### config.mk
export PLATFORM = sky130hd
export DESIGN_NAME = mdio_host_master
export DESIGN_NICKNAME = d
export VERILOG_FILES = /design/src/rtl/mdio_pkg.sv /design/src/rtl/mdio_mdc_gen.sv /design/src/rtl/mdio_frame_engine.sv /design/src/rtl/mdio_host_master.sv
export SDC_FILE = /design/constraint.sdc
export NUM_CORES = 1
export LEC_CHECK = 0
export BUFFER_PORTS_ARGS = -buffer_cell sky130_fd_sc_hd__buf_2
export CORE_ASPECT_RATIO = 1.5
export CORE_MARGIN = 1.5
export CORE_UTILIZATION = 55
export CTS_CLUSTER_DIAMETER = 30
export CTS_CLUSTER_SIZE = 14
export DETAILED_ROUTE_END_ITERATION = 6
export PLACE_DENSITY_LB_ADDON = 0.25
export REMOVE_ABC_BUFFERS = 1
export SLEW_MARGIN = 20
export SYNTH_ARGS = -nofsm -noshare
export SYNTH_HDL_FRONTEND = slang
export SYNTH_SLANG_ARGS = --single-unit
### constraint.sdc
create_clock -name clk -period 2.5 [get_ports clk]
set_input_delay 0.75 -clock clk [delete_from_list [all_inputs] [get_ports clk]]
set_output_delay 0.75 -clock clk [all_outputs]
set_load 0.02 [all_outputs]
### src/rtl/mdio_pkg.sv
package mdio_pkg;
    typedef enum logic [2:0] {
        ST_IDLE,
        ST_PRE,
        ST_HDR,
        ST_TA,
        ST_DATA
    } frame_state_t;

    localparam logic [1:0] WORD_STATUS = 2'd0;
    localparam logic [1:0] WORD_CMD    = 2'd2;
    localparam logic [1:0] WORD_DATA   = 2'd3;

    localparam int CMD_VALID_BIT = 31;
    localparam int CMD_WR_BIT    = 1;
    localparam int CMD_RD_BIT    = 2;
    localparam int CMD_PHY_LSB   = 25;
    localparam int CMD_REG_LSB   = 20;
    localparam int CMD_WDAT_LSB  = 4;
    localparam int STAT_BUSY_BIT = 3;
    localparam int ERR_TA_BIT    = 16;
    localparam int ERR_REJ_BIT   = 17;

    localparam int PRE_BITS  = 32;
    localparam int HDR_BITS  = 14;
    localparam int TA_BITS   = 2;
    localparam int DATA_BITS = 16;
endpackage

### src/rtl/mdio_mdc_gen.sv
module mdio_mdc_gen #(
    parameter int HALF_DIV = 2
) (
    input  logic clk,
    input  logic rst_n,
    input  logic run,
    output logic mdc,
    output logic rise_tick,
    output logic fall_tick
);
    localparam int CNT_W = (HALF_DIV > 1) ? $clog2(HALF_DIV) : 1;

    logic [CNT_W-1:0] div_q;
    logic             mdc_q;
    logic             wrap;

    assign wrap      = run && (div_q == CNT_W'(HALF_DIV - 1));
    assign rise_tick = wrap && !mdc_q;
    assign fall_tick = wrap && mdc_q;
    assign mdc       = mdc_q;

    always_ff @(posedge clk or negedge rst_n) begin
        if (!rst_n) begin
            div_q <= '0;
            mdc_q <= 1'b0;
        end else if (!run) begin
            div_q <= '0;
            mdc_q <= 1'b0;
        end else if (wrap) begin
            div_q <= '0;
            mdc_q <= ~mdc_q;
        end else begin
            div_q <= div_q + 1'b1;
        end
    end
endmodule

### src/rtl/mdio_frame_engine.sv
module mdio_frame_engine
    import mdio_pkg::*;
(
    input  logic        clk,
    input  logic        rst_n,
    input  logic        start,
    input  logic        is_read,
    input  logic [4:0]  phy_addr,
    input  logic [4:0]  reg_addr,
    input  logic [15:0] wr_value,
    input  logic        rise_tick,
    input  logic        fall_tick,
    input  logic        mdio_i,
    output logic        busy,
    output logic        mdio_o,
    output logic        mdio_oe,
    output logic [15:0] rd_value,
    output logic        ta_err,
    output logic        done
);
    frame_state_t state_q, state_d;
    logic [4:0]   cnt_q, cnt_d;
    logic [31:0]  shift_q;
    logic         read_q;
    logic [15:0]  rd_q;
    logic         ta_err_q;
    logic         done_q;

    always_comb begin
        state_d = state_q;
        cnt_d   = cnt_q;
        unique case (state_q)
            ST_IDLE: if (start) begin
                state_d = ST_PRE;
                cnt_d   = 5'(PRE_BITS - 1);
            end
            ST_PRE: if (fall_tick) begin
                if (cnt_q == 5'd0) begin
                    state_d = ST_HDR;
                    cnt_d   = 5'(HDR_BITS - 1);
                end else cnt_d = cnt_q - 1'b1;
            end
            ST_HDR: if (fall_tick) begin
                if (cnt_q == 5'd0) begin
                    state_d = ST_TA;
                    cnt_d   = 5'(TA_BITS - 1);
                end else cnt_d = cnt_q - 1'b1;
            end
            ST_TA: if (fall_tick) begin
                if (cnt_q == 5'd0) begin
                    state_d = ST_DATA;
                    cnt_d   = 5'(DATA_BITS - 1);
                end else cnt_d = cnt_q - 1'b1;
            end
            ST_DATA: if (fall_tick) begin
                if (cnt_q == 5'd0) state_d = ST_IDLE;
                else cnt_d = cnt_q - 1'b1;
            end
            default: state_d = ST_IDLE;
        endcase
    end

    always_ff @(posedge clk or negedge rst_n) begin
        if (!rst_n) begin
            state_q  <= ST_IDLE;
            cnt_q    <= '0;
            shift_q  <= '0;
            read_q   <= 1'b0;
            rd_q     <= '0;
            ta_err_q <= 1'b0;
            done_q   <= 1'b0;
        end else begin
            state_q <= state_d;
            cnt_q   <= cnt_d;
            done_q  <= (state_q == ST_DATA) && fall_tick && (cnt_q == 5'd0);
            if (state_q == ST_IDLE && start) begin
                shift_q  <= {2'b01, (is_read ? 2'b10 : 2'b01), phy_addr, reg_addr,
                             2'b10, wr_value};
                read_q   <= is_read;
                rd_q     <= '0;
                ta_err_q <= 1'b0;
            end else begin
                if (fall_tick && (state_q == ST_HDR || state_q == ST_TA ||
                                  state_q == ST_DATA))
                    shift_q <= {shift_q[30:0], 1'b0};
                if (rise_tick && read_q && state_q == ST_TA && cnt_q == 5'd0)
                    ta_err_q <= mdio_i;
                if (rise_tick && read_q && state_q == ST_DATA)
                    rd_q <= {rd_q[14:0], mdio_i};
            end
        end
    end

    always_comb begin
        busy    = (state_q != ST_IDLE);
        mdio_o  = 1'b0;
        mdio_oe = 1'b0;
        unique case (state_q)
            ST_IDLE: ;
            ST_PRE: begin
                mdio_o  = 1'b1;
                mdio_oe = 1'b1;
            end
            ST_HDR: begin
                mdio_o  = shift_q[31];
                mdio_oe = 1'b1;
            end
            ST_TA, ST_DATA: begin
                mdio_o  = shift_q[31];
                mdio_oe = !read_q;
            end
            default: ;
        endcase
    end

    assign rd_value = rd_q;
    assign ta_err   = ta_err_q;
    assign done     = done_q;
endmodule

### src/rtl/mdio_host_master.sv
module mdio_host_master
    import mdio_pkg::*;
#(
    parameter int HALF_DIV = 2
) (
    input  logic        clk,
    input  logic        rst_n,
    input  logic [1:0]  bus_addr,
    input  logic        bus_wr,
    input  logic        bus_rd,
    input  logic [31:0] bus_wdata,
    output logic [31:0] bus_rdata,
    output logic        mdc,
    output logic        mdio_o,
    output logic        mdio_oe,
    input  logic        mdio_i
);
    logic        frame_busy;
    logic        rise_tick, fall_tick;
    logic        cmd_hit, op_ok, start;
    logic [15:0] rd_value;
    logic        ta_err, done;
    logic [31:0] data_q;
    logic [31:0] rdata_q;

    assign cmd_hit = bus_wr && (bus_addr == WORD_CMD) && bus_wdata[CMD_VALID_BIT]
                     && !frame_busy;
    assign op_ok   = bus_wdata[CMD_WR_BIT] ^ bus_wdata[CMD_RD_BIT];
    assign start   = cmd_hit && op_ok;

    mdio_mdc_gen #(.HALF_DIV(HALF_DIV)) i_mdc_gen (
        .clk       (clk),
        .rst_n     (rst_n),
        .run       (frame_busy),
        .mdc       (mdc),
        .rise_tick (rise_tick),
        .fall_tick (fall_tick)
    );

    mdio_frame_engine i_engine (
        .clk       (clk),
        .rst_n     (rst_n),
        .start     (start),
        .is_read   (bus_wdata[CMD_RD_BIT]),
        .phy_addr  (bus_wdata[CMD_PHY_LSB +: 5]),
        .reg_addr  (bus_wdata[CMD_REG_LSB +: 5]),
        .wr_value  (bus_wdata[CMD_WDAT_LSB +: 16]),
        .rise_tick (rise_tick),
        .fall_tick (fall_tick),
        .mdio_i    (mdio_i),
        .busy      (frame_busy),
        .mdio_o    (mdio_o),
        .mdio_oe   (mdio_oe),
        .rd_value  (rd_value),
        .ta_err    (ta_err),
        .done      (done)
    );

    always_ff @(posedge clk or negedge rst_n) begin
        if (!rst_n) begin
            data_q  <= '0;
            rdata_q <= '0;
        end else begin
            if (start)
                data_q <= '0;
            else if (cmd_hit)
                data_q <= 32'(1) << ERR_REJ_BIT;
            else if (done)
                data_q <= {14'd0, 1'b0, ta_err, rd_value};
            if (bus_rd) begin
                unique case (bus_addr)
                    WORD_STATUS: rdata_q <= 32'(frame_busy) << STAT_BUSY_BIT;
                    WORD_DATA:   rdata_q <= data_q;
                    default:     rdata_q <= '0;
                endcase
            end
        end
    end

    assign bus_rdata = rdata_q;
endmodule

==> results of run 1 <==
worst min path at each step:
stage / to / cells past startpoint
2_1_floorplan: bus_rdata[0]$_DFFE_PN0P_ / 0
3_3_place_gp: i_engine.shift_q[17]$_DFFE_PN0P_ / 1
3_5_place_dp: i_engine.shift_q[17]$_DFFE_PN0P_ / 1
4_1_cts: bus_rdata[0]$_DFFE_PN0P_ / 1
5_1_grt: bus_rdata[0]$_DFFE_PN0P_ / 1
6_report: bus_rdata[0]$_DFFE_PN0P_ / 1
cells in the final DEF (no fill, tap or decap), drive strengths merged, types with 14 or more instances in the layout:
cell type / n
a21oi: 24
a22oi: 17
buf: 73
conb: 14
dfrtp: 97
inv: 40
mux2i: 19
nand2: 39
nand3: 23
nor2: 39
o21ai: 42
kinds of logic after synthesis:
kind of cell             after synthesis  synth area share, %
AND/OR/NAND/NOR                      140                 15.3
AO/OA/AOI/OAI                        114                 15.7
flip-flops                            97                 53.5
buffers and inverters                 82                 8.58
multiplexers                          22                 4.94
adder cells (fa/ha/maj)                4                 1.10
XOR/XNOR                               4                0.773
other                                  1               0.0827
critical path, cell delays in order, from the launching register on:
cell and delay [ps]:
dfrtp_1 510, or3b_1 420, o22ai_1 160, buf_2 180
layout make-up:
cell class / instances / share of cell area (%)
clock inverter: 3 / 0.410
sequential: 97 / 46.8
multi-input combinational: 298 / 34.0
clock buffer: 13 / 5.21
timing repair buffer: 73 / 8.15
inverter: 39 / 2.82
tap: 105 / 2.53
registers in the layout, summed over array words and instances (netlist names):
register / cells
bus_rdata: 18
data_q: 18
i_mdc_gen.div_q: 1
i_engine.state_q: 3
i_engine.shift_q: 32
i_mdc_gen.mdc: 1
i_engine.read_q: 1
i_engine.cnt_q: 5
i_engine.rd_value: 16
i_engine.done: 1
i_engine.ta_err: 1
power groups by stage:
| stage | clock, W | sequential (W) | combinational [W] |
|---|---|---|---|
| global placement | 0 | 0.00224 | 0.000830 |
| global route | 0.00142 | 0.00229 | 0.000987 |
| CTS | 0.00136 | 0.00224 | 0.000879 |
| finish | 0.00133 | 0.00223 | 0.000866 |
| floorplan | 0 | 0.00223 | 0.000571 |
| detailed placement | 0 | 0.00226 | 0.000873 |
per-stage QoR:
step | cells | power (W)
floorplan | 434 | 0.00281
global placement | 612 | 0.00307
detailed placement | 612 | 0.00313
CTS | 628 | 0.00448
global route | 628 | 0.00470
finish | 628 | 0.00443
per-layer routing:
| metal | GRT usage (%) | vias to the layer above |
|---|---|---|
| met5 | 0 | - |
| met4 | 9.58 | 0 |
| met3 | 4.22 | 16 |
| met2 | 39.0 | 68 |
| met1 | 27.5 | 1654 |
| li1 | - | 1666 |
==> flow_metrics.env, run 1 <==
export IMPL_ys_async_sr_fraction_pct=100
export IMPL_ys_top_cells_by_count="97 x dfrtp_1, 39 x inv_1, 39 x nand2_1, 39 x nor2_1, 23 x o21ai_0"
export IMPL_yosysTopAreaCell="dfrtp_1"
export IMPL_maxCapViolations=0
export IMPL_synth_flop_cell="dfrtp_1"
export IMPL_cp_arrival_ps=1610
export IMPL_p_seq_share_pct=50.4
export IMPL_gr_total_overflow=0
export IMPL_dr_pass1_iters=4
export IMPL_dieHeight_um=114
export IMPL_fin_crit_sh_pct=94.5
export IMPL_dieArea_um2=8810
export IMPL_reg2reg_to="i_engine.shift_q[17]$_DFFE_PN0P_"
export IMPL_yosysSeqAreaShare_pct=53.5
export IMPL_end_kind="output port"
export IMPL_h_tree_depth=3
export IMPL_avgViaCountPerCell=5.42
export IMPL_peakVddDrop_uv=537
export IMPL_met1_length_um=3920
export IMPL_multi_input_area_um2=1770
export IMPL_grt_pass1_wl_um=15900
export IMPL_clock_root_buffer="clkbuf_16"
export IMPL_ant_nets=0
export IMPL_drive_gt1_share_pct=18.4
export IMPL_reg2regPathDepth=5
export IMPL_start_util_pct=56.6
export IMPL_hold_viol_final=0
export IMPL_utilization_pct=64.8
export IMPL_post_drt_wl_per_cell_um=14.5
export IMPL_regArea_um2=2430
export IMPL_rsz0062_at_grt="false"
export IMPL_port_buffers=56
export IMPL_routabilityCongestion=0.893
export IMPL_worstSetupStartpoint="i_engine.state_q[1]$_DFFE_PN0P_"
export IMPL_swShare_pct=30.2
export IMPL_clk_path_buf_depth=2
export IMPL_final_area_um2=5190
export IMPL_switching_power_w=0.00134
export IMPL_post_route_min_period_ps=2360
export IMPL_grt_usage_pct=22.5
export IMPL_whs_ps=346
export IMPL_worst_pin_slew_ps=894
export IMPL_rows=40
export IMPL_postPlaceCellArea_um2=4890
export IMPL_pwr_share_clk_pct=30.1
export IMPL_diodes=0
export IMPL_num_vias=3404
export IMPL_clock_skew_ps=6.44
export IMPL_syn_inst=464
export IMPL_final_nets=561
export IMPL_slew_headroom_pct=40.0
export IMPL_worstSetupStartpointType="register"
export IMPL_synth_distinct_cells=54
export IMPL_cts_tree="built"
export IMPL_cts_made_buffers=9
export IMPL_antenna_found_initial=0
export IMPL_synth_edff_count=0
export IMPL_synth_area_leaders="dfrtp_1 54%, mux2i_1 4.2%, inv_1 3.2%"
export IMPL_setup_violations=0
export IMPL_crit_end="mdio_oe"
export IMPL_setup_slack_ps=137
export IMPL_grt_max_degree=45
export IMPL_clk_pin_slew_ps=70
export IMPL_area_delta_synth_final_pct=14.4
export IMPL_p_leak_nw=2.41
export IMPL_synth_top_cell_area_share_pct=53.5
export IMPL_powerDensity_nw_per_um2=855
export IMPL_drtIter0Drc=208
export IMPL_syn_cell_area_um2=4530
export IMPL_combPwrFrac_pct=19.5
export IMPL_fmaxAchievable_mhz=423
export IMPL_reg2reg_slack_ps=340
export IMPL_num_io_pins=74
export IMPL_highest_layer="met4"
export IMPL_cts_sinks=97
export IMPL_outcome="completed"
export IMPL_drc_errors=0
export IMPL_grt_pass1_vias=3411
export IMPL_rr_startpoint="i_engine.state_q[2]$_DFFE_PN0P_"
export IMPL_fin_tns_setup_ps=0
export IMPL_core_area_um2=8010
export IMPL_yosysMostFrequentCell="dfrtp_1"
export IMPL_min_path_type="in -> async"
export IMPL_die_w_um=77.1
export IMPL_cts_resized=0
export IMPL_route_met2_wl_um=4690
export IMPL_dp_hpwl_um=6370
export IMPL_route_met3_wl_um=306
export IMPL_postCtsHoldBufs=0
export IMPL_maxSlewViolCount=0
export IMPL_wl_um=9100
export IMPL_crit_fanout=12
export IMPL_worstPathRequired_ps=1750
export IMPL_fillers=689
export IMPL_post_cts_buffers=0
export IMPL_place_ws_ps=184
export IMPL_p_int_w=0.00309
export IMPL_clock_latency_ps=340
export IMPL_synth_seq_cells=97
export IMPL_path_class="reg -> out"
export IMPL_yosysWarningCount=0
export IMPL_avgSynthCellArea_um2=9.77
Note: power is estimated with default switching activity, not from simulation.
==> run 2, diff against run 1 <==
--- a/config.mk
+++ b/config.mk
@@ -5,13 +5,14 @@
 export SDC_FILE = /design/constraint.sdc
 export NUM_CORES = 1
 export LEC_CHECK = 0
-export BUFFER_PORTS_ARGS = -buffer_cell sky130_fd_sc_hd__buf_2
 export CORE_ASPECT_RATIO = 1.5
 export CORE_MARGIN = 1.5
 export CORE_UTILIZATION = 55
 export CTS_CLUSTER_DIAMETER = 30
 export CTS_CLUSTER_SIZE = 14
 export DETAILED_ROUTE_END_ITERATION = 6
+export DONT_BUFFER_PORTS = 1
+export GPL_ROUTABILITY_DRIVEN = 0
 export PLACE_DENSITY_LB_ADDON = 0.25
 export REMOVE_ABC_BUFFERS = 1
 export SLEW_MARGIN = 20
==> flow_metrics.env, run 2 (synthesized netlist as in run 1, its figures left out) <==
export IMPL_cts_tree="built"
export IMPL_drive_gt1_share_pct=8.60
export IMPL_cts_sinks=97
export IMPL_wl_um=8860
export IMPL_cp_cell_sequence="or3b_1 -> o22ai_1 -> buf_4"
export IMPL_postPlaceCellArea_um2=4580
export IMPL_dp_hpwl_um=5870
export IMPL_drc_errors=0
export IMPL_largest_register_ffs=32
export IMPL_clock_root_buffer="clkbuf_16"
export IMPL_dieHeight_um=114
export IMPL_combPwrFrac_pct=16.2
export IMPL_slowest_delay_ps=480
export IMPL_min_path_type="in -> async"
export IMPL_regArea_um2=2430
export IMPL_crit_fanout=9
export IMPL_h_tree_depth=3
export IMPL_postCtsHoldBufs=0
export IMPL_post_drt_wl_per_cell_um=15.5
export IMPL_gr_total_overflow=0
export IMPL_reg2reg_to="i_engine.cnt_q[2]$_DFFE_PN0P_"
export IMPL_grt_pass1_wl_um=15000
export IMPL_clk_pin_slew_ps=70
export IMPL_setup_violations=0
export IMPL_final_nets=503
export IMPL_grt_max_degree=98
export IMPL_hold_viol_final=0
export IMPL_rows=40
export IMPL_total_power_w=0.00450
export IMPL_pwr_share_clk_pct=32.8
export IMPL_fillers=684
export IMPL_clk_path_buf_depth=2
export IMPL_switching_power_w=0.00132
export IMPL_cts_resized=0
export IMPL_cp_slowest_cell="dfrtp_1"
export IMPL_core_area_um2=8010
export IMPL_num_vias=3240
export IMPL_die_w_um=77.1
export IMPL_maxCapViolations=0
export IMPL_dp_cells=554
export IMPL_swShare_pct=29.4
export IMPL_port_buffers=0
export IMPL_maxSlewViolCount=0
export IMPL_post_cts_buffers=0
export IMPL_multi_input_area_um2=1770
export IMPL_avgViaCountPerCell=5.68
export IMPL_num_io_pins=74
export IMPL_worst_pin_slew_ps=557
export IMPL_fin_crit_sh_pct=95.6
export IMPL_slew_headroom_pct=62.8
export IMPL_top_register="i_engine.shift_q"
export IMPL_grt_usage_pct=21.4
export IMPL_p_leak_nw=2.17
export IMPL_layout_commonest_cell="dfrtp_1"
export IMPL_area_delta_synth_final_pct=8.25
export IMPL_dr_pass1_iters=4
export IMPL_clock_skew_ps=4.16
export IMPL_diodes=0
export IMPL_reg2reg_slack_ps=460
export IMPL_post_route_min_period_ps=2390
export IMPL_p_seq_share_pct=51.0
export IMPL_ant_nets=0
export IMPL_powerDensity_nw_per_um2=916
export IMPL_path_class="reg -> out"
export IMPL_fin_tns_setup_ps=0
export IMPL_worstSetupStartpointType="register"
export IMPL_cp_arrival_ps=1640
export IMPL_end_kind="output port"
export IMPL_drtIter0Drc=180
export IMPL_rsz0062_at_grt="false"
export IMPL_antenna_found_initial=0
export IMPL_p_int_w=0.00318
export IMPL_mostFrequentLayoutCells="97 x dfrtp_1, 39 x inv_1, 39 x nand2_1, 39 x nor2_1, 23 x o21ai_0"
export IMPL_dieArea_um2=8810
export IMPL_final_area_um2=4910
export IMPL_final_cells=570
export IMPL_cts_made_buffers=9
export IMPL_start_util_pct=56.6
export IMPL_path_buf_inv=1
export IMPL_fmaxAchievable_mhz=419
export IMPL_rr_startpoint="i_engine.cnt_q[0]$_DFFE_PN0P_"
export IMPL_worstPathRequired_ps=1750
export IMPL_grt_pass1_vias=3214
export IMPL_outcome="completed"
export IMPL_cp_top_family="flip-flops"
export IMPL_whs_ps=99.3
export IMPL_reg2regPathDepth=6
export IMPL_clock_latency_ps=340
export IMPL_peakVddDrop_uv=504
run 2: power groups by stage:
stage          Sequential, W  Clock, W  Combinational, W
2_1_floorplan        0.00223         0          0.000571
3_3_place_gp         0.00230         0          0.000686
3_5_place_dp         0.00232         0          0.000722
4_1_cts              0.00229   0.00150          0.000731
5_1_grt              0.00234   0.00156          0.000829
6_report             0.00229   0.00148          0.000729
run 2: worst max-delay path by stage:
stage | from | end | slack, ps | depth (start not counted)
after floorplan | bus_addr[0] | i_engine.cnt_q[2]$_DFFE_PN0P_ | -150 | 6
after global routing | i_engine.state_q[0]$_DFFE_PN0P_ | mdio_oe | 7 | 3
final | i_engine.state_q[0]$_DFFE_PN0P_ | mdio_oe | 110 | 3
after detailed placement | bus_addr[0] | i_engine.state_q[0]$_DFFE_PN0P_ | 240 | 7
after global placement | bus_addr[0] | i_engine.state_q[0]$_DFFE_PN0P_ | 300 | 7
after CTS | i_engine.state_q[0]$_DFFE_PN0P_ | mdio_o | 80 | 4
run 2: per-layer routing:
metal  track usage, %  vias up  wire length (µm)  share of wire, %
met3             4.62       23               321               3.6
met2             36.4       63              4530                51
li1                 -     1555                 -                 -
met5                0        -                 0                 0
met1             25.2     1599              3720                42
met4             11.6        0               289               3.3
run 2: area by class of cell:
| class | count | area share [%] |
|---|---|---|
| Sequential cell | 97 | 49.5 |
| Multi-Input combinational cell | 298 | 36.1 |
| Clock buffer | 9 | 4.59 |
| Inverter | 39 | 2.98 |
| Tap cell | 105 | 2.68 |
| Timing Repair Buffer | 15 | 2.29 |
| Clock inverter | 7 | 1.89 |
run 2: stage by stage:
stage                     util (%)  setup slack, ps
final                         61.3              111
after global routing          61.3             7.03
after CTS                     61.2             84.2
after detailed placement      57.2              235
after global placement        57.2              297
after floorplan                  -             -153
run 2: worst register-to-register path, cell delays in order, from the launching register on:
cell	delay, ps
dfrtp_1	400
inv_1	90
ha_1	230
nor4b_4	420
o21ai_1	130
a21oi_2	280
mux2_1	360
==> run 3, diff against run 2 <==
==> constraint.sdc (replaced) <==
create_clock -name clk -period 2.5 [get_ports clk]
set_input_delay 0.125 -clock clk [delete_from_list [all_inputs] [get_ports clk]]
set_output_delay 0.125 -clock clk [all_outputs]
set_load 0.02 [all_outputs]
==> flow_metrics.env, run 3 (synthesized netlist as in run 1, its figures left out) <==
export IMPL_maxSlewViolCount=0
export IMPL_peakVddDrop_uv=713
export IMPL_grt_usage_pct=23.3
export IMPL_min_path_type="in -> reg"
export IMPL_grt_pass1_wl_um=15900
export IMPL_path_class="reg -> reg"
export IMPL_cts_resized=0
export IMPL_top_register="i_engine.shift_q"
export IMPL_fin_crit_sh_pct=83.9
export IMPL_post_cts_buffers=0
export IMPL_num_io_pins=74
export IMPL_fin_tns_setup_ps=0
export IMPL_clk_path_buf_depth=2
export IMPL_outcome="completed"
export IMPL_hold_viol_final=0
export IMPL_clk_pin_slew_ps=60
export IMPL_cp_arrival_ps=2330
export IMPL_diodes=0
export IMPL_post_drt_wl_per_cell_um=15.4
export IMPL_fillers=622
export IMPL_antenna_found_initial=0
export IMPL_highest_layer="met4"
export IMPL_num_vias=3319
export IMPL_dr_pass1_iters=4
export IMPL_route_met3_wl_um=264
export IMPL_p_leak_nw=2.29
export IMPL_postCtsHoldBufs=32
export IMPL_clock_skew_ps=6.45
export IMPL_gr_total_overflow=0
export IMPL_grt_max_degree=98
export IMPL_cts_made_buffers=9
export IMPL_clock_latency_ps=350
export IMPL_largest_register_ffs=32
export IMPL_grt_pass1_vias=3348
export IMPL_crit_fanout=15
export IMPL_drc_errors=0
export IMPL_cts_sinks=97
export IMPL_rows=40
export IMPL_total_power_w=0.00456
export IMPL_die_w_um=77.1
export IMPL_end_kind="register"
export IMPL_final_cells=599
export IMPL_worst_pin_slew_ps=639
export IMPL_start_util_pct=56.6
export IMPL_route_met2_wl_um=4990
export IMPL_core_area_um2=8010
export IMPL_mostFrequentLayoutCells="97 x dfrtp_1, 39 x inv_1, 39 x nand2_1, 39 x nor2_1, 30 x dlygate4sd3_1"
export IMPL_port_buffers=0
export IMPL_powerDensity_nw_per_um2=874
export IMPL_area_delta_synth_final_pct=15.3
export IMPL_dieHeight_um=114
export IMPL_post_route_min_period_ps=2100
export IMPL_avgViaCountPerCell=5.54
export IMPL_rsz0062_at_grt="false"
export IMPL_setup_violations=0
export IMPL_maxCapViolations=0
export IMPL_met1_length_um=3820
export IMPL_drive_gt1_share_pct=7.29
export IMPL_worstSetupStartpointType="register"
export IMPL_layout_commonest_cell="dfrtp_1"
export IMPL_dp_hpwl_um=5950
export IMPL_utilization_pct=65.3
export IMPL_dieArea_um2=8810
export IMPL_clock_root_buffer="clkbuf_16"
export IMPL_final_nets=532
export IMPL_cts_tree="built"
export IMPL_worstPathRequired_ps=2730
export IMPL_drtIter0Drc=219
export IMPL_fmaxAchievable_mhz=477
export IMPL_wl_um=9240
export IMPL_slew_headroom_pct=57.4
export IMPL_dp_cells=551
export IMPL_ant_nets=0
export IMPL_h_tree_depth=3
[run 3: through the flow]
step	hold WS [ps]	worst slack [ps]	area, µm²
2_1_floorplan	-171	45.5	4340
3_3_place_gp	-168	460	4570
3_5_place_dp	-168	425	4570
4_1_cts	3.17	403	5230
5_1_grt	25.8	291	5230
6_report	9.63	404	5230
[run 3: power breakdown]
group | switching [W] | total, W | leakage (nW) | internal [W]
logic | 0.000406 | 0.000775 | 0.919 | 0.000369
registers | 0.000354 | 0.00230 | 1.22 | 0.00195
clock network | 0.000606 | 0.00149 | 0.153 | 0.000883
total | 0.00137 | 0.00456 | 2.29 | 0.00320
[run 3: path summary, 6_finish.rpt]
kind / from / endpoint / slack [ps] / cells after the start
setup / recovery: i_engine.state_q[0]$_DFFE_PN0P_ / i_engine.shift_q[16]$_DFFE_PN0P_ / 400 / 4
hold / removal: bus_wdata[21] / i_engine.shift_q[19]$_DFFE_PN0P_ / 10 / 2
setup reg to reg: i_engine.state_q[0]$_DFFE_PN0P_ / i_engine.shift_q[16]$_DFFE_PN0P_ / 400 / 4
hold reg to reg: i_engine.shift_q[17]$_DFFE_PN0P_ / i_engine.shift_q[17]$_DFFE_PN0P_ / 490 / 1
max in group asynchronous: rst_n / data_q[14]$_DFFE_PN0P_ / 1760 / 2
min in group asynchronous: rst_n / bus_rdata[4]$_DFFE_PN0P_ / 360 / 2
[run 3: final cells by class]
class	count	area (µm²)	share of cell area, %
Sequential cell	97	2430	46.5
Multi-Input combinational cell	298	1770	33.8
Timing Repair Buffer	44	435	8.33
Clock buffer	10	229	4.38
Inverter	39	146	2.80
Tap cell	105	131	2.51
Clock inverter	6	90.1	1.72
[run 3: routing by layer]
| layer | global-route usage (%) | vias up |
|---|---|---|
| met4 | 9.58 | 0 |
| li1 | - | 1619 |
| met3 | 5.34 | 11 |
| met1 | 26.9 | 1625 |
| met2 | 41.4 | 64 |
| met5 | 0 | - |
[run 3: worst max-delay path: stages (launching register included)]
cell	delay, ps
dfrtp_1	550
or3b_1	590
a21oi_4	430
nor2_1	190
a22o_1	210
